`src/rtl/dtap_pkg.sv`:
```
`timescale 1ns/1ps
package dtap_pkg;

   typedef enum logic [3:0] {
      ST_TLR, ST_IDLE,
      ST_SEL_DR, ST_CAP_DR, ST_SH_DR, ST_EX1_DR, ST_PAU_DR, ST_EX2_DR, ST_UPD_DR,
      ST_SEL_IR, ST_CAP_IR, ST_SH_IR, ST_EX1_IR, ST_PAU_IR, ST_EX2_IR, ST_UPD_IR
   } tap_st_e;

   localparam logic [4:0] OP_PWR_CTL  = 5'h08;
   localparam logic [4:0] OP_PWR_STAT = 5'h09;
   localparam logic [4:0] OP_REG_SEL  = 5'h1C;
   localparam logic [4:0] OP_IDCODE   = 5'h1E;
   localparam logic [4:0] OP_BYPASS   = 5'h1F;
   localparam logic [4:0] IR_CAPTURE  = 5'b00001;

endpackage

```
`src/rtl/dtap_fsm.sv`:
```
`timescale 1ns/1ps
module dtap_fsm
   import dtap_pkg::*;
(
   input  logic    tck,
   input  logic    trst_n,
   input  logic    tms,
   output tap_st_e st
);

   tap_st_e nxt;

   always_comb begin
      nxt = st;
      case (st)
         ST_TLR:    nxt = tms ? ST_TLR    : ST_IDLE;
         ST_IDLE:   nxt = tms ? ST_SEL_DR : ST_IDLE;
         ST_SEL_DR: nxt = tms ? ST_SEL_IR : ST_CAP_DR;
         ST_CAP_DR: nxt = tms ? ST_EX1_DR : ST_SH_DR;
         ST_SH_DR:  nxt = tms ? ST_EX1_DR : ST_SH_DR;
         ST_EX1_DR: nxt = tms ? ST_UPD_DR : ST_PAU_DR;
         ST_PAU_DR: nxt = tms ? ST_EX2_DR : ST_PAU_DR;
         ST_EX2_DR: nxt = tms ? ST_UPD_DR : ST_SH_DR;
         ST_UPD_DR: nxt = tms ? ST_SEL_DR : ST_IDLE;
         ST_SEL_IR: nxt = tms ? ST_TLR    : ST_CAP_IR;
         ST_CAP_IR: nxt = tms ? ST_EX1_IR : ST_SH_IR;
         ST_SH_IR:  nxt = tms ? ST_EX1_IR : ST_SH_IR;
         ST_EX1_IR: nxt = tms ? ST_UPD_IR : ST_PAU_IR;
         ST_PAU_IR: nxt = tms ? ST_EX2_IR : ST_PAU_IR;
         ST_EX2_IR: nxt = tms ? ST_UPD_IR : ST_SH_IR;
         ST_UPD_IR: nxt = tms ? ST_SEL_DR : ST_IDLE;
         default:   nxt = ST_TLR;
      endcase
   end

   always_ff @(posedge tck or negedge trst_n) begin
      if (!trst_n) st <= ST_TLR;
      else         st <= nxt;
   end

endmodule

```
`src/rtl/dtap_ir.sv`:
```
`timescale 1ns/1ps
module dtap_ir
   import dtap_pkg::*;
#(
   parameter int IR_W = 5
) (
   input  logic            tck,
   input  logic            trst_n,
   input  logic            tdi,
   input  tap_st_e         st,
   output logic [IR_W-1:0] ir_q,
   output logic            ir_tdo
);

   logic [IR_W-1:0] ir_sh;

   always_ff @(posedge tck or negedge trst_n) begin
      if (!trst_n) begin
         ir_sh <= '0;
         ir_q  <= IR_W'(OP_IDCODE);
      end else begin
         case (st)
            ST_TLR:    ir_q  <= IR_W'(OP_IDCODE);
            ST_CAP_IR: ir_sh <= IR_W'(IR_CAPTURE);
            ST_SH_IR:  ir_sh <= {tdi, ir_sh[IR_W-1:1]};
            ST_UPD_IR: ir_q  <= ir_sh;
            default: ;
         endcase
      end
   end

   assign ir_tdo = ir_sh[0];

endmodule

```
`src/rtl/dtap_dr.sv`:
```
`timescale 1ns/1ps
module dtap_dr
   import dtap_pkg::*;
#(
   parameter int          IR_W    = 5,
   parameter int          DATA_W  = 32,
   parameter int          ASCAN_W = 8,
   parameter int          PWR_W   = 8,
   parameter logic [31:0] ID_CODE = 32'h1234_5001
) (
   input  logic               tck,
   input  logic               trst_n,
   input  logic               tdi,
   input  tap_st_e            st,
   input  logic [IR_W-1:0]    ir_q,
   input  logic [PWR_W-1:0]   pwr_event,
   input  logic [DATA_W-1:0]  reg_rdata,
   output logic [PWR_W-1:0]   pwr_ctl,
   output logic [PWR_W-1:0]   pwr_stat,
   output logic [ASCAN_W-2:0] reg_addr,
   output logic [DATA_W-1:0]  reg_wdata,
   output logic               reg_wr,
   output logic               reg_rd,
   output logic               phase,
   output logic               dr_tdo
);

   localparam int ID_W  = 32;
   localparam int SH_W  = (DATA_W > ID_W) ? DATA_W : ID_W;
   localparam int LEN_W = $clog2(SH_W + 1);

   logic            is_pc, is_ps, is_rs, is_id;
   logic            wflag;
   logic [SH_W-1:0] sh, sh_shift, cap_val;
   logic [LEN_W-1:0] len;
   logic [PWR_W-1:0] ps_clr;

   assign is_pc = (ir_q == IR_W'(OP_PWR_CTL));
   assign is_ps = (ir_q == IR_W'(OP_PWR_STAT));
   assign is_rs = (ir_q == IR_W'(OP_REG_SEL));
   assign is_id = (ir_q == IR_W'(OP_IDCODE));

   // scan length of the selected data register
   always_comb begin
      if (is_rs)              len = phase ? LEN_W'(DATA_W) : LEN_W'(ASCAN_W);
      else if (is_pc || is_ps) len = LEN_W'(PWR_W);
      else if (is_id)         len = LEN_W'(ID_W);
      else                    len = LEN_W'(1);
   end

   always_comb begin
      sh_shift = {1'b0, sh[SH_W-1:1]};
      sh_shift[int'(len) - 1] = tdi;
   end

   always_comb begin
      cap_val = '0;
      if (is_pc)                      cap_val[PWR_W-1:0]  = pwr_ctl;
      else if (is_ps)                 cap_val[PWR_W-1:0]  = pwr_stat;
      else if (is_rs && phase && !wflag) cap_val[DATA_W-1:0] = reg_rdata;
      else if (is_id)                 cap_val[ID_W-1:0]   = ID_CODE;
   end

   assign ps_clr = (st == ST_UPD_DR && is_ps) ? sh[PWR_W-1:0] : '0;

   always_ff @(posedge tck or negedge trst_n) begin
      if (!trst_n) begin
         sh       <= '0;
         pwr_ctl  <= '0;
         pwr_stat <= '0;
         reg_addr <= '0;
         wflag    <= 1'b0;
         phase    <= 1'b0;
      end else begin
         pwr_stat <= (pwr_stat & ~ps_clr) | pwr_event;
         case (st)
            ST_CAP_DR: sh <= cap_val;
            ST_SH_DR:  sh <= sh_shift;
            ST_UPD_DR: begin
               if (is_pc) pwr_ctl <= sh[PWR_W-1:0];
               if (is_rs) begin
                  phase <= !phase;
                  if (!phase) begin
                     reg_addr <= sh[ASCAN_W-1:1];
                     wflag    <= sh[0];
                  end
               end
            end
            ST_TLR, ST_UPD_IR: phase <= 1'b0;
            default: ;
         endcase
      end
   end

   assign reg_rd    = (st == ST_CAP_DR) && is_rs && phase && !wflag;
   assign reg_wr    = (st == ST_UPD_DR) && is_rs && phase && wflag;
   assign reg_wdata = sh[DATA_W-1:0];
   assign dr_tdo    = sh[0];

endmodule

```
`src/rtl/dbg_tap_port.sv`:
```
`timescale 1ns/1ps
module dbg_tap_port
   import dtap_pkg::*;
#(
   parameter int          IR_W        = 5,
   parameter int          DATA_W      = 32,
   parameter int          ASCAN_W     = 8,
   parameter int          PWR_W       = 8,
   parameter logic [31:0] ID_CODE     = 32'h1234_5001,
   parameter bit          TDO_ON_FALL = 1'b1
) (
   input  logic               tck,
   input  logic               trst_n,
   input  logic               tms,
   input  logic               tdi,
   output logic               tdo,
   input  logic [PWR_W-1:0]   pwr_event,
   output logic [PWR_W-1:0]   pwr_ctl,
   output logic [ASCAN_W-2:0] reg_addr,
   output logic [DATA_W-1:0]  reg_wdata,
   input  logic [DATA_W-1:0]  reg_rdata,
   output logic               reg_wr,
   output logic               reg_rd
);

   if (IR_W < 5)          $error("IR_W must hold the 5-bit opcodes");
   if (ID_CODE[0] != 1'b1) $error("ID_CODE bit 0 must be 1");
   if (ASCAN_W < 2)       $error("ASCAN_W needs a write flag and an address bit");
   if (DATA_W < ASCAN_W || DATA_W < PWR_W) $error("DATA_W too narrow");

   tap_st_e         st;
   logic [IR_W-1:0] ir_q;
   logic            ir_tdo, dr_tdo, tdo_src, phase;
   logic [PWR_W-1:0] pwr_stat;

   dtap_fsm u_fsm (.tck(tck), .trst_n(trst_n), .tms(tms), .st(st));

   dtap_ir #(.IR_W(IR_W)) u_ir (
      .tck(tck), .trst_n(trst_n), .tdi(tdi), .st(st), .ir_q(ir_q), .ir_tdo(ir_tdo)
   );

   dtap_dr #(
      .IR_W(IR_W), .DATA_W(DATA_W), .ASCAN_W(ASCAN_W), .PWR_W(PWR_W), .ID_CODE(ID_CODE)
   ) u_dr (
      .tck(tck), .trst_n(trst_n), .tdi(tdi), .st(st), .ir_q(ir_q),
      .pwr_event(pwr_event), .reg_rdata(reg_rdata), .pwr_ctl(pwr_ctl),
      .pwr_stat(pwr_stat), .reg_addr(reg_addr), .reg_wdata(reg_wdata),
      .reg_wr(reg_wr), .reg_rd(reg_rd), .phase(phase), .dr_tdo(dr_tdo)
   );

   assign tdo_src = (st == ST_SH_DR) ? dr_tdo : (st == ST_SH_IR) ? ir_tdo : 1'b0;

   if (TDO_ON_FALL) begin : g_tdo_fall
      always_ff @(negedge tck or negedge trst_n) begin
         if (!trst_n) tdo <= 1'b0;
         else         tdo <= tdo_src;
      end
   end else begin : g_tdo_comb
      assign tdo = tdo_src;
   end

endmodule

```
`config.mk`:
```
export PLATFORM = sky130hd
export DESIGN_NAME = dbg_tap_port
export DESIGN_NICKNAME = d
export VERILOG_FILES = /design/src/rtl/dtap_pkg.sv /design/src/rtl/dtap_fsm.sv /design/src/rtl/dtap_ir.sv /design/src/rtl/dtap_dr.sv /design/src/rtl/dbg_tap_port.sv
export SDC_FILE = /design/constraint.sdc
export NUM_CORES = 1
export LEC_CHECK = 0
export BUFFER_PORTS_ARGS = -buffer_cell sky130_fd_sc_hd__buf_4
export CORE_ASPECT_RATIO = 0.5
export CORE_MARGIN = 4
export CORE_UTILIZATION = 50
export DETAILED_ROUTE_END_ITERATION = 10
export PLACE_DENSITY = 0.76
export SLEW_MARGIN = 10
export SYNTH_ARGS = -nofsm -noshare
export SYNTH_HDL_FRONTEND = slang
export SYNTH_SLANG_ARGS = --single-unit
```
`constraint.sdc`:
```
create_clock -name tck -period 3.75 [get_ports tck]
set_input_delay 0.375 -clock tck [delete_from_list [all_inputs] [get_ports tck]]
set_output_delay 0.375 -clock tck [all_outputs]
set_load 0.02 [all_outputs]
```
; ---- Word level (Yosys, flattened, before mapping)
; Cells that the tools add are included.
[classes]
mux = 34
bitwise_logic = 4
magnitude_cmp = 2
addsub = 1
n_reduce_logical = 25
n_eq_ne = 20
[ops]
columns = operator, count
row1 = $pmux W32 S2, 1
row2 = $mux W24, 2
row3 = $pmux W4 S12, 1
row4 = $bwmux W32, 1
row5 = $eq A4 B4 Y1 const B, 8
row6 = $ge A32 B1 Y1 const B, 1
row7 = $lt A32 B7 Y1 const B, 1
row8 = $mux W32, 1
row9 = $mux W29, 1
row10 = $mux W6, 4
row11 = $mux W8, 3
row12 = $pmux W5 S2, 2
row13 = $eq A4 B3 Y1 const B, 4
row14 = $mux W4, 4
row15 = $eq A5 B4 Y1 const B, 2
row16 = $eq A5 B5 Y1 const B, 2
row17 = $logic_and A1 B1 Y1, 10
row18 = $and A8 B8 Y8, 1
row19 = $eq A4 B2 Y1 const B, 2
row20 = $not A8 Y8, 1
row21 = $or A8 B8 Y8, 1
row22 = $reduce_bool A2 Y1, 4
row23 = $mux W1, 7
row24 = $sub A6 B1 Y7 const B, 1
row25 = 14 further kinds, 21
[word_totals]
elab_cells = 96
regBits = 72
out_inout_bits = 50
inputBits = 44

; ---- Longest topological paths before layout
; Gate-level depths: netlist of the first run.
[depth]
ltp_word = 11
depth_mapped = 12
mapped_depth_nobuf = 10

; ---- By module
; From an unflattened synthesis of the first run, not the netlist that was laid out.
[hier_totals]
hier_cells = 363
hier_area_um2 = 3818.7
[by_module_without_submodules]
columns = module, area_per_inst_um2, instances, cells_each, seq_area_each_um2
row1 = dtap_dr, 2982.9, 1, 277, 1426.4
row2 = dtap_ir, 462.9, 1, 45, 255.2
row3 = dtap_fsm, 314.1, 1, 37, 100.1
row4 = dbg_tap_port, 58.8, 1, 4, 25.0

==> impl_summary.txt, run 1 <==
----------------------------------------------------
[Outcome]
  Outcome ... finished, final reports clean

[Routing]
  1st-pass router iterations ... 5
  DRC errors left ... 0
  Drt initial violations ... around 400
  Detailed-route via count ... approximately 3200
  Number of nets with antenna violations after routing ... 0
  Drt wl/cell ... between 15 and 20 microns
  Detailed-route wire length ... just under 10 mm
  Vias/cell ... 5.791

[Synth]
  Average instance area after synthesis ... ~10 sq um
  Most used flip-flop cell after synthesis ... sky130_fd_sc_hd__dfrtp_1
  Sequential element share of the synthesized area ... between 40 and 50%
  Count of warnings emitted by yosys ... 0
  Most instantiated library cell after synthesis ... sky130_fd_sc_hd__dfrtp_1
  Top cell type by total area after synthesis ... sky130_fd_sc_hd__dfrtp_1
  Number of cells produced by synthesis ... between 300 and 400
  Area share of the leading cell type in the synthesized netlist ... between 40% and 50%
  Number of flops mapped to enable cells by yosys ... 0
  Flop and latch count out of synthesis ... 72
  Most instantiated cells after synthesis ... sky130_fd_sc_hd__dfrtp_1, sky130_fd_sc_hd__nand2_1, sky130_fd_sc_hd__nor2_1
  Synthesized net count ... 425
  Async SR Flop Fraction ... 100.0%
  Largest cells by area after synthesis ... sky130_fd_sc_hd__dfrtp_1, sky130_fd_sc_hd__mux2_2, sky130_fd_sc_hd__nand2_1, sky130_fd_sc_hd__a222oi_1, sky130_fd_sc_hd__mux2i_1
  Distinct cell type count after synthesis ... 57
  Synthesized cell area ... 3749 sq um

[Layout]
  Number of diodes added for antenna fixing ... 0
  Utilization after layout ... between 60 and 70%
  Signed area change from the synthesized netlist to the final layout ... 26.74%
  Fin nets ... a little over 500
  Share of final-layout standard cells stronger than drive strength 1 ... 31.39%

[Timing]
  Setup repair after global routing missed its margin ... false
  Final setup skew ... about 0.0084 ns
  Slew at the pin closest to its max-slew limit ... between 0.8 and 0.9 ns
  Achievable frequency ... slightly above 300 MHz
  Smallest setup slack after layout ... 0.4511 ns
  Setup violations, final ... 0
  Relative slew slack ... a little over two fifths
  Setup total negative slack ... 0 ns
  Endpoints failing hold ... 0
  Ratio of final minimum period to clock period ... a little under 90%
  Clock period minus final worst setup slack ... 3.299 ns
  Final max-slew violation count ... 0

[Pwr]
  Static leakage power ... about 2.2 nW
  Areal power density over the cells ... 764.5 nW/um^2
  Worst vdd ir ... 0.3403 mV

[Die]
  Initial core utilization ... between 50% and 60%
  Die Height ... about 69 microns
  Width of the chip ... ~130 microns
  Area of the core region ... about 7000 sq um
  Overall die area ... approximately 9000 sq um
  Number of cell rows ... 21
  Top-Level Pins ... 94

[Setup path]
  Critical path launch point type ... flop
  Worst reg2reg setup slack ... ~0.45 ns
  Maximum fanout encountered on the critical timing path ... 14
  CP endpoint kind ... flop
  Data arrival time of the critical path ... ~3.5 ns
  CP Data Required Time ... 3.96 ns
  Crit path kind ... reg -> reg

[Worst hold path]
  Class of the tightest hold or removal check ... in -> reg

[Clocking]
  Number of buffers on the longest clock path ... 2
  Clock Root Buffer ... sky130_fd_sc_hd__clkbuf_16
  CTS buffer count ... 9
  Cells resized by post-CTS repair ... 0
  Clock slew at reported path FFs ... 0.05 ns
  Clock insertion delay at the later pin of the skew report ... approximately 0.33 ns
  Number of hold-repair buffers added at the cts stage ... 0
  H-tree depth reported by CTS ... 3
  Clock net sink count ... between 70 and 80
  Clock tree from TritonCTS ... done
  Post-CTS setup buffer count ... 0

[Placement]
  Count of input and output buffers ... just over 90
  Placer's final routability congestion estimate ... about 0.8
  Post-detail-place hpwl ... approximately 7 mm
  Pre-CTS worst setup slack ... 0.4556 ns

[Run]
  Number of violations of the max-capacitance limit ... 0

[GRT]
  Total Routing Usage GR ... about 22%
  Remaining global-route overflow ... 0
  Vias in the first global route ... 3025
  Maximum number of pins on one net before global-route repair ... between 70 and 80
  Global-route wire length before repair ... 15.84 mm
  Number of antenna violations at the first check in global routing ... 0

----------------------------------------------------
registers in the layout (all words and copies together), names as in the netlist:
signal	count
u_ir.ir_sh	5
u_ir.ir_q	5
u_fsm.st	4
u_dr.pwr_ctl	8
u_dr.pwr_stat	8
tdo	1
u_dr.phase	1
u_dr.reg_addr	7
u_dr.wflag	1
u_dr.reg_wdata	32
layer usage:
layer  share of wire, %  global-route usage, %
met2                 46                  32.46
met5                  0                      0
met1                 45                  33.60
met3                8.3                  5.615
met4               0.61                  4.219
cell usage in the layout, fill, tap and decap left out, types with 3 or more instances in the layout:
cell	instances
sky130_fd_sc_hd__nor2b_1	5
sky130_fd_sc_hd__o21ai_0	17
sky130_fd_sc_hd__dfstp_2	4
sky130_fd_sc_hd__nor3_4	3
sky130_fd_sc_hd__a21oi_1	15
sky130_fd_sc_hd__a21o_1	8
sky130_fd_sc_hd__buf_4	95
sky130_fd_sc_hd__inv_1	19
sky130_fd_sc_hd__a221oi_1	3
sky130_fd_sc_hd__o21a_1	3
sky130_fd_sc_hd__nand3_1	5
sky130_fd_sc_hd__a31oi_1	6
sky130_fd_sc_hd__mux2_2	19
sky130_fd_sc_hd__clkbuf_16	9
sky130_fd_sc_hd__dfrtp_1	67
sky130_fd_sc_hd__ha_1	6
sky130_fd_sc_hd__nand2_1	52
sky130_fd_sc_hd__mux2i_1	11
sky130_fd_sc_hd__nor2_1	29
sky130_fd_sc_hd__nor3_1	9
sky130_fd_sc_hd__nand2b_1	7
sky130_fd_sc_hd__a222oi_1	11
sky130_fd_sc_hd__a211oi_1	6
sky130_fd_sc_hd__a22oi_1	9
sky130_fd_sc_hd__o21ai_1	3
power breakdown:
group          internal, mW  switching, mW  leakage [nW]
combinational         0.634          0.802          1.12
clock                 0.549          0.299         0.150
sequential            0.999          0.349         0.887
cell type report:
type / instances / area [sq um]
well taps: 92 / 115.1
clock inverters: 3 / 40.04
multi-input cells: 260 / 1744
flip-flops and latches: 72 / 1807
clock buffers: 13 / 260.3
fillers: 560 / 2212
repair buffers: 95 / 713.2
inverters: 19 / 71.32
final timing paths:
path	start	to	depth (start not counted)
max	u_ir.ir_q[0]	u_dr.reg_wdata[3]	10
min	pwr_event[5]	u_dr.pwr_stat[5]	2
max reg2reg	u_ir.ir_q[0]	u_dr.reg_wdata[3]	10
min reg2reg	u_dr.pwr_stat[4]	u_dr.pwr_stat[4]	1
max in group asynchronous	trst_n	tdo	1
min in group asynchronous	trst_n	u_fsm.st[1]	2
kinds of logic after synthesis:
| group | Yosys count | synth area share, % |
|---|---|---|
| compound gates | 98 | 18.83 |
| simple gates | 126 | 16.82 |
| mux | 30 | 8.645 |
| buf+inv | 43 | 5.507 |
| fa+ha+maj | 6 | 2.003 |
| flops | 72 | 48.20 |
worst max-delay path, stage by stage, from the launching register on:
cell and delay, ns:
sky130_fd_sc_hd__dfrtp_1 0.58, sky130_fd_sc_hd__nand4b_1 0.51, sky130_fd_sc_hd__or2_2 0.45, sky130_fd_sc_hd__o21a_1 0.23
sky130_fd_sc_hd__ha_1 0.23, sky130_fd_sc_hd__inv_1 0.06, sky130_fd_sc_hd__ha_1 0.27, sky130_fd_sc_hd__nor2b_1 0.20
sky130_fd_sc_hd__nand2_1 0.09, sky130_fd_sc_hd__mux2_2 0.28, sky130_fd_sc_hd__a221o_1 0.29
metrics by stage:
step | power, mW | instances | area, sq um | hold WS, ns
floorplan | 2.254 | 375 | 3749 | 0.07941
finish | 3.632 | 554 | 4751 | 0.2229
CTS | 3.645 | 554 | 4751 | 0.2137
global route | 3.861 | 554 | 4751 | 0.2151
detailed placement | 2.783 | 538 | 4451 | 0.4669
global placement | 2.722 | 538 | 4451 | 0.4538
(Power assumes the default switching activity.)
==> inputs of run 2 (changes only) <==
--- a/config.mk
+++ b/config.mk
@@ -9,6 +9,7 @@
 export CORE_ASPECT_RATIO = 0.5
 export CORE_MARGIN = 4
 export CORE_UTILIZATION = 50
+export CTS_BUF_LIST = sky130_fd_sc_hd__clkbuf_8 sky130_fd_sc_hd__clkbuf_16
 export DETAILED_ROUTE_END_ITERATION = 10
 export PLACE_DENSITY = 0.76
 export SLEW_MARGIN = 10
==> run 2 against run 1 <==
Net effect: count of clock-buffer cells in the layout down 2; non-clock buffer count unchanged; utilization unchanged; cell area unchanged; via count up 0.75%; highest routed layer unchanged.
==> impl_summary.txt, run 2 (same netlist as run 1, synthesis figures left out) <==
----------------------------------------------------
[GRT]
  Global-route wire length before repair ... between 15 and 20 mm
  Remaining global-route overflow ... 0
  Total Routing Usage GR ... between 20% and 30%
  Number of antenna violations at the first check in global routing ... 0
  Maximum number of pins on one net before global-route repair ... between 70 and 80
  Vias in the first global route ... 3025

[Clocking]
  Number of hold-repair buffers added at the cts stage ... 0
  Number of buffers on the longest clock path ... 2
  Clock insertion delay at the later pin of the skew report ... between 0.3 and 0.4 ns
  Clock tree from TritonCTS ... done
  Clock slew at reported path FFs ... ~0.050 ns
  CTS buffer count ... 9
  Clock Root Buffer ... sky130_fd_sc_hd__clkbuf_16
  Post-CTS setup buffer count ... 0
  Clock net sink count ... 72
  Cells resized by post-CTS repair ... 0
  H-tree depth reported by CTS ... 3

[Setup path]
  Data arrival time of the critical path ... between 3 and 4 ns
  CP Data Required Time ... slightly below 4 ns
  Crit path kind ... reg -> reg
  CP endpoint kind ... flop
  Maximum fanout encountered on the critical timing path ... 14
  Critical path launch point type ... flop

[Layout]
  Fin nets ... approximately 510
  Register area ... ~1800 sq um
  Signed area change from the synthesized netlist to the final layout ... 26.74%
  Number of diodes added for antenna fixing ... 0
  Number of flip-flops under the largest register name ... 32
  Share of final-layout standard cells stronger than drive strength 1 ... a little under a third
  Combined area of the multi-input logic cells ... about 1700 sq um
  Number of fill cells ... 560
  Most common cell after layout, fill and taps aside ... sky130_fd_sc_hd__buf_4
  Most frequent cells in the layout ... sky130_fd_sc_hd__buf_4, sky130_fd_sc_hd__dfrtp_1, sky130_fd_sc_hd__nand2_1, sky130_fd_sc_hd__nor2_1, sky130_fd_sc_hd__inv_1
  Layout Cell Area excl Fill ... approximately 4800 sq um

[Routing]
  1st-pass router iterations ... 6
  Detailed-route wire length ... around 9.8 mm
  Drt initial violations ... slightly above 400
  Vias/cell ... 5.834
  Number of nets with antenna violations after routing ... 0
  Detailed-route via count ... 3232
  DRC errors left ... 0
  Drt wl/cell ... about 18 microns

[Placement]
  Placer's final routability congestion estimate ... slightly above 0.8
  Post-detail-place hpwl ... 6.938 mm
  Count of input and output buffers ... slightly above 90
  Placed Area ... 4451 sq um

[Worst hold path]
  Class of the tightest hold or removal check ... in -> reg

[Die]
  Area of the core region ... just under 7000 sq um
  Top-Level Pins ... 94
  Number of cell rows ... 21
  Die Height ... just under 70 microns
  Overall die area ... 9030 sq um
  Initial core utilization ... ~54%
  Width of the chip ... ~130 microns

[Timing]
  Achievable frequency ... between 300 and 400 MHz
  Slew at the pin closest to its max-slew limit ... between 0.8 and 0.9 ns
  Setup total negative slack ... 0 ns
  Setup repair after global routing missed its margin ... false
  Endpoints failing hold ... 0
  Clock period minus final worst setup slack ... around 3.3 ns
  Final max-slew violation count ... 0
  Ratio of final minimum period to clock period ... 88.26%
  Final setup skew ... just under 0.007 ns
  Relative slew slack ... roughly two fifths
  Setup violations, final ... 0

[Pwr]
  Areal power density over the cells ... between 700 and 800 nW/um^2
  Worst vdd ir ... about 0.34 mV
  Static leakage power ... between 2 and 2.5 nW

[Outcome]
  Outcome ... finished, final reports clean

[Run]
  Number of violations of the max-capacitance limit ... 0

----------------------------------------------------
## run 2: routing by layer
layer	wire, microns	vias to the layer above	track usage (%)
met5	0	-	0
met4	78	0	4.219
met3	764	11	5.615
met2	4427	128	32.46
met1	4522	1578	33.60
li1	-	1515	-
## run 2: path summary, 6_finish.rpt
check | slack [ns] | end | startpoint | depth (start not counted)
worst max register to register | 0.44 | u_dr.reg_wdata[3] | u_ir.ir_q[0] | 10
max in group asynchronous | 2.04 | tdo | trst_n | 1
worst min-delay path | 0.22 | u_dr.pwr_stat[5] | pwr_event[5] | 2
min in group asynchronous | 0.27 | u_fsm.st[1] | trst_n | 2
worst max-delay path | 0.44 | u_dr.reg_wdata[3] | u_ir.ir_q[0] | 10
worst min register to register | 0.47 | u_dr.pwr_stat[4] | u_dr.pwr_stat[4] | 1
## run 2: final cells by class
cell class,instances,share of cell area (%)
inverters,19,1.501
multi-input cells,260,36.71
repair buffers,95,15.01
well taps,92,2.423
flip-flops and latches,72,38.03
clock inverters,5,1.001
clock buffers,11,5.320
## run 2: worst max-delay path, stage by stage, from the launching register on
cell                       delay (ns)
sky130_fd_sc_hd__dfrtp_1         0.58
sky130_fd_sc_hd__nand4b_1        0.51
sky130_fd_sc_hd__or2_2           0.45
sky130_fd_sc_hd__o21a_1          0.23
sky130_fd_sc_hd__ha_1            0.23
sky130_fd_sc_hd__inv_1           0.06
sky130_fd_sc_hd__ha_1            0.27
sky130_fd_sc_hd__nor2b_1         0.20
sky130_fd_sc_hd__nand2_1         0.09
sky130_fd_sc_hd__mux2_2          0.28
sky130_fd_sc_hd__a221o_1         0.29
## run 2: per-stage QoR
| step | hold WS (ns) | util, % | total power [mW] | setup WS [ns] | cells |
|---|---|---|---|---|---|
| 2_1_floorplan | 0.07941 | - | 2.254 | 0.3888 | 375 |
| 3_5_place_dp | 0.4669 | 63.92 | 2.783 | 0.4556 | 538 |
| 4_1_cts | 0.2137 | 68.23 | 3.639 | 0.4500 | 554 |
| 5_1_grt | 0.2151 | 68.23 | 3.856 | 0.2319 | 554 |
| 6_report | 0.2202 | 68.23 | 3.633 | 0.4403 | 554 |
| 3_3_place_gp | 0.4538 | 63.92 | 2.722 | 0.6134 | 538 |
## run 2: power breakdown
group | leakage, nW | internal, mW | switching (mW) | total [mW]
Sequential | 0.887 | 0.999 | 0.351 | 1.35
Combinational | 1.12 | 0.634 | 0.805 | 1.44
Clock | 0.158 | 0.543 | 0.300 | 0.843
==> inputs of run 3 (changes only) <==
--- a/config.mk
+++ b/config.mk
@@ -5,13 +5,14 @@
 export SDC_FILE = /design/constraint.sdc
 export NUM_CORES = 1
 export LEC_CHECK = 0
+export ABC_AREA = 1
 export BUFFER_PORTS_ARGS = -buffer_cell sky130_fd_sc_hd__buf_4
 export CORE_ASPECT_RATIO = 0.5
 export CORE_MARGIN = 4
 export CORE_UTILIZATION = 50
-export CTS_BUF_LIST = sky130_fd_sc_hd__clkbuf_8 sky130_fd_sc_hd__clkbuf_16
+export CTS_BUF_LIST = sky130_fd_sc_hd__clkbuf_8
 export DETAILED_ROUTE_END_ITERATION = 10
-export PLACE_DENSITY = 0.76
+export PLACE_DENSITY = 0.75
 export SLEW_MARGIN = 10
 export SYNTH_ARGS = -nofsm -noshare
 export SYNTH_HDL_FRONTEND = slang
==> run 3 against run 2 <==
Net effect: via count increased by 8.8%; synthesized cell count increased by 26%; sequential share of layout area decreased by 0.080 points; combinational power increased by 3%; die area increased by 2.5%; sequential power decreased by 12%; clock power decreased by 24%; utilization decreased by 3.9 points; cell count increased by 20%; count of clock-buffer cells in the layout decreased by 2; largest cell class unchanged; largest power group unchanged.
==> impl_summary.txt, run 3 <==
----------------------------------------------------
[Outcome]
  Outcome ... finished, final reports clean

[Routing]
  Drt initial violations ... between 200 and 250
  Vias/cell ... approximately 5.3
  Detailed-route via count ... ~3500
  Drt wl/cell ... between 15 and 20 microns
  1st-pass router iterations ... 5
  DRC errors left ... 0
  Number of nets with antenna violations after routing ... 0
  Detailed-route wire length ... between 10 and 15 mm

[Setup path]
  Highest-delay cell along the critical path ... sky130_fd_sc_hd__dfrtn_1
  Number of cells on the critical path ... 1
  CP Data Required Time ... between 3 and 4 ns
  Cell Chain, Critical Path ... buf_4
  Crit path kind ... reg -> out
  Maximum fanout encountered on the critical timing path ... 1
  Critical path launch point type ... flop
  CP endpoint kind ... output port
  Max stage delay on crit path ... ~0.40 ns
  Cell family contributing the most delay on the critical path ... flip-flops
  Data arrival time of the critical path ... 2.76 ns
  Worst path bufs/invs ... 1
  Worst reg2reg setup slack ... between 0.8 and 0.9 ns
  Number of cells on the worst reg-to-reg path ... 4

[Die]
  Die Height ... 70.05 microns
  Width of the chip ... approximately 130 microns
  Number of cell rows ... 22
  Initial core utilization ... between 50 and 60%
  Area of the core region ... 7405 sq um
  Top-Level Pins ... 94
  Overall die area ... about 9300 sq um

[Timing]
  Setup repair after global routing missed its margin ... false
  Setup total negative slack ... 0 ns
  Endpoints failing hold ... 0
  Slew at the pin closest to its max-slew limit ... 0.8946 ns
  Relative slew slack ... between 40 and 50%
  Final setup skew ... approximately 0.026 ns
  Setup violations, final ... 0
  Final max-slew violation count ... 0

[Clocking]
  Number of hold-repair buffers added at the cts stage ... 0
  Cells resized by post-CTS repair ... 0
  Post-CTS setup buffer count ... 0
  Number of buffers on the longest clock path ... 2
  CTS buffer count ... 9
  Clock net sink count ... 72
  Clock tree from TritonCTS ... done
  Clock Root Buffer ... sky130_fd_sc_hd__clkbuf_8
  H-tree depth reported by CTS ... 3
  Clock slew at reported path FFs ... 0.08 ns
  Clock insertion delay at the later pin of the skew report ... roughly 0.37 ns

[Synth]
  Sequential element share of the synthesized area ... 46.93%
  Most instantiated cells after synthesis ... sky130_fd_sc_hd__nand2_1, sky130_fd_sc_hd__dfrtp_1, sky130_fd_sc_hd__inv_1
  Number of flops mapped to enable cells by yosys ... 0
  Count of warnings emitted by yosys ... 0
  Distinct cell type count after synthesis ... 38
  Top cell type by total area after synthesis ... sky130_fd_sc_hd__dfrtp_1
  Average instance area after synthesis ... slightly above 8 sq um
  Flop and latch count out of synthesis ... 72
  Largest cells by area after synthesis ... sky130_fd_sc_hd__dfrtp_1, sky130_fd_sc_hd__nand2_1, sky130_fd_sc_hd__inv_1, sky130_fd_sc_hd__nand3_1, sky130_fd_sc_hd__o21ai_0
  Area share of the leading cell type in the synthesized netlist ... between 40% and 50%
  Synthesized cell area ... roughly 3800 sq um
  Number of cells produced by synthesis ... around 470
  Most instantiated library cell after synthesis ... sky130_fd_sc_hd__nand2_1
  Synthesized net count ... ~520
  Most used flip-flop cell after synthesis ... sky130_fd_sc_hd__dfrtp_1
  Async SR Flop Fraction ... 100.0%

[GRT]
  Global-route wire length before repair ... around 17 mm
  Total Routing Usage GR ... around a quarter
  Remaining global-route overflow ... 0
  Vias in the first global route ... 3429
  Number of antenna violations at the first check in global routing ... 0
  Maximum number of pins on one net before global-route repair ... 72

[Pwr]
  Worst vdd ir ... ~0.29 mV
  Proportion of total power due to net switching ... about 44%
  NetSw ... roughly 1.5 mW
  Portion of total power attributed to combinational logic ... approximately 45%
  Cell Int Power ... 1.840 mW
  Power after layout ... approximately 3.3 mW
  Clock power share ... about a fifth
  Relative contribution of sequential cells to total power ... between 30% and 40%
  Areal power density over the cells ... just under 700 nW/um^2
  Static leakage power ... about 2.4 nW

[Worst hold path]
  Number of stages on the worst hold path ... 3
  Class of the tightest hold or removal check ... in -> reg

[Layout]
  Fin nets ... 615
  Signed area change from the synthesized netlist to the final layout ... 23.66%
  Number of flip-flops under the largest register name ... 32
  Share of final-layout standard cells stronger than drive strength 1 ... 27.72%
  Utilization after layout ... between 60% and 70%
  Most frequent cells in the layout ... sky130_fd_sc_hd__nand2_1, sky130_fd_sc_hd__buf_4, sky130_fd_sc_hd__dfrtp_1, sky130_fd_sc_hd__inv_1, sky130_fd_sc_hd__nor2_1
  Most common cell after layout, fill and taps aside ... sky130_fd_sc_hd__nand2_1
  Number of diodes added for antenna fixing ... 0

[Placement]
  Post-detail-place hpwl ... 7.455 mm
  Count of input and output buffers ... just over 90
  Placer's final routability congestion estimate ... 0.8973

[Run]
  Number of violations of the max-capacitance limit ... 0

----------------------------------------------------
==> run 3: cell count changes in the layout (fill, tap and decap cells not counted), sizes merged, moves of 11 or more <==
cell	previous run	this run
nand2	52	127
inv	21	65
nand3	5	36
o21ai	20	44
mux2	19	0
o211ai	1	15
nor2	29	41
a222oi	11	0
mux2i	11	0
nor3	13	2
==> run 3: cell type report <==
class	instances	area (sq um)
Clock buffer	9	123.9
Clock inverter	7	80.08
Fill cell	651	2644
Inverter	63	239.0
Multi-Input combinational cell	323	1670
Sequential cell	72	1807
Tap cell	96	120.1
Timing Repair Buffer	96	720.7
==> run 3: per-stage QoR <==
stage / setup slack (ns) / cells / area [sq um] / hold slack [ns]
finish: 0.6124 / 666 / 4761 / 0.1882
floorplan: 0.8074 / 474 / 3850 / 0.07941
global placement: 0.9154 / 650 / 4557 / 0.4773
CTS: 0.6135 / 666 / 4761 / 0.1789
global route: 0.5827 / 666 / 4761 / 0.1709
detailed placement: 0.8916 / 650 / 4557 / 0.4814
==> run 3: cell families after synthesis <==
family / share of synthesized area [%]
and+or+nand+nor: 25.51
adders and majority gates: 1.950
DFF: 46.93
AOI/OAI and AO/OA: 15.92
buffers and inverters: 9.685
==> run 3: final timing paths <==
check                                      start                to
worst max-delay path                         tdo               tdo
worst min-delay path                pwr_event[6]  u_dr.pwr_stat[6]
worst max register to register       u_fsm.st[1]               tdo
worst min register to register  u_dr.reg_addr[5]  u_dr.reg_addr[5]
max in group asynchronous                 trst_n               tdo
min in group asynchronous                 trst_n       u_fsm.st[2]
==> run 3: per-layer routing <==
metal  part of all wire (%)  vias to the layer above  routed length, microns  track usage [%]
met3                    6.8                       12                     692            6.619
met4                    1.3                        0                     133            7.451
met2                     43                      110                    4410            34.34
met1                     49                     1646                    4969            33.58
met5                      0                        -                       0                0
li1                       -                     1748                       -                -
==> run 3: power groups by stage <==
stage                     Clock, mW  Sequential [mW]  Combinational (mW)
after floorplan                   0             1.36               0.767
after global placement            0             1.20                1.45
after detailed placement          0             1.20                1.47
after CTS                     0.655             1.19                1.48
after global routing          0.688             1.23                1.64
final                         0.638             1.19                1.48
==> run 3: worst register-to-register path: cells and delay by family, from the launching register on <==
kind / cells / cell delay, ns
AOI/OAI and AO/OA: 1 / 0.10
buffers and inverters: 1 / 0.07
DFF: 1 / 0.44
and+or+nand+nor: 2 / 0.25
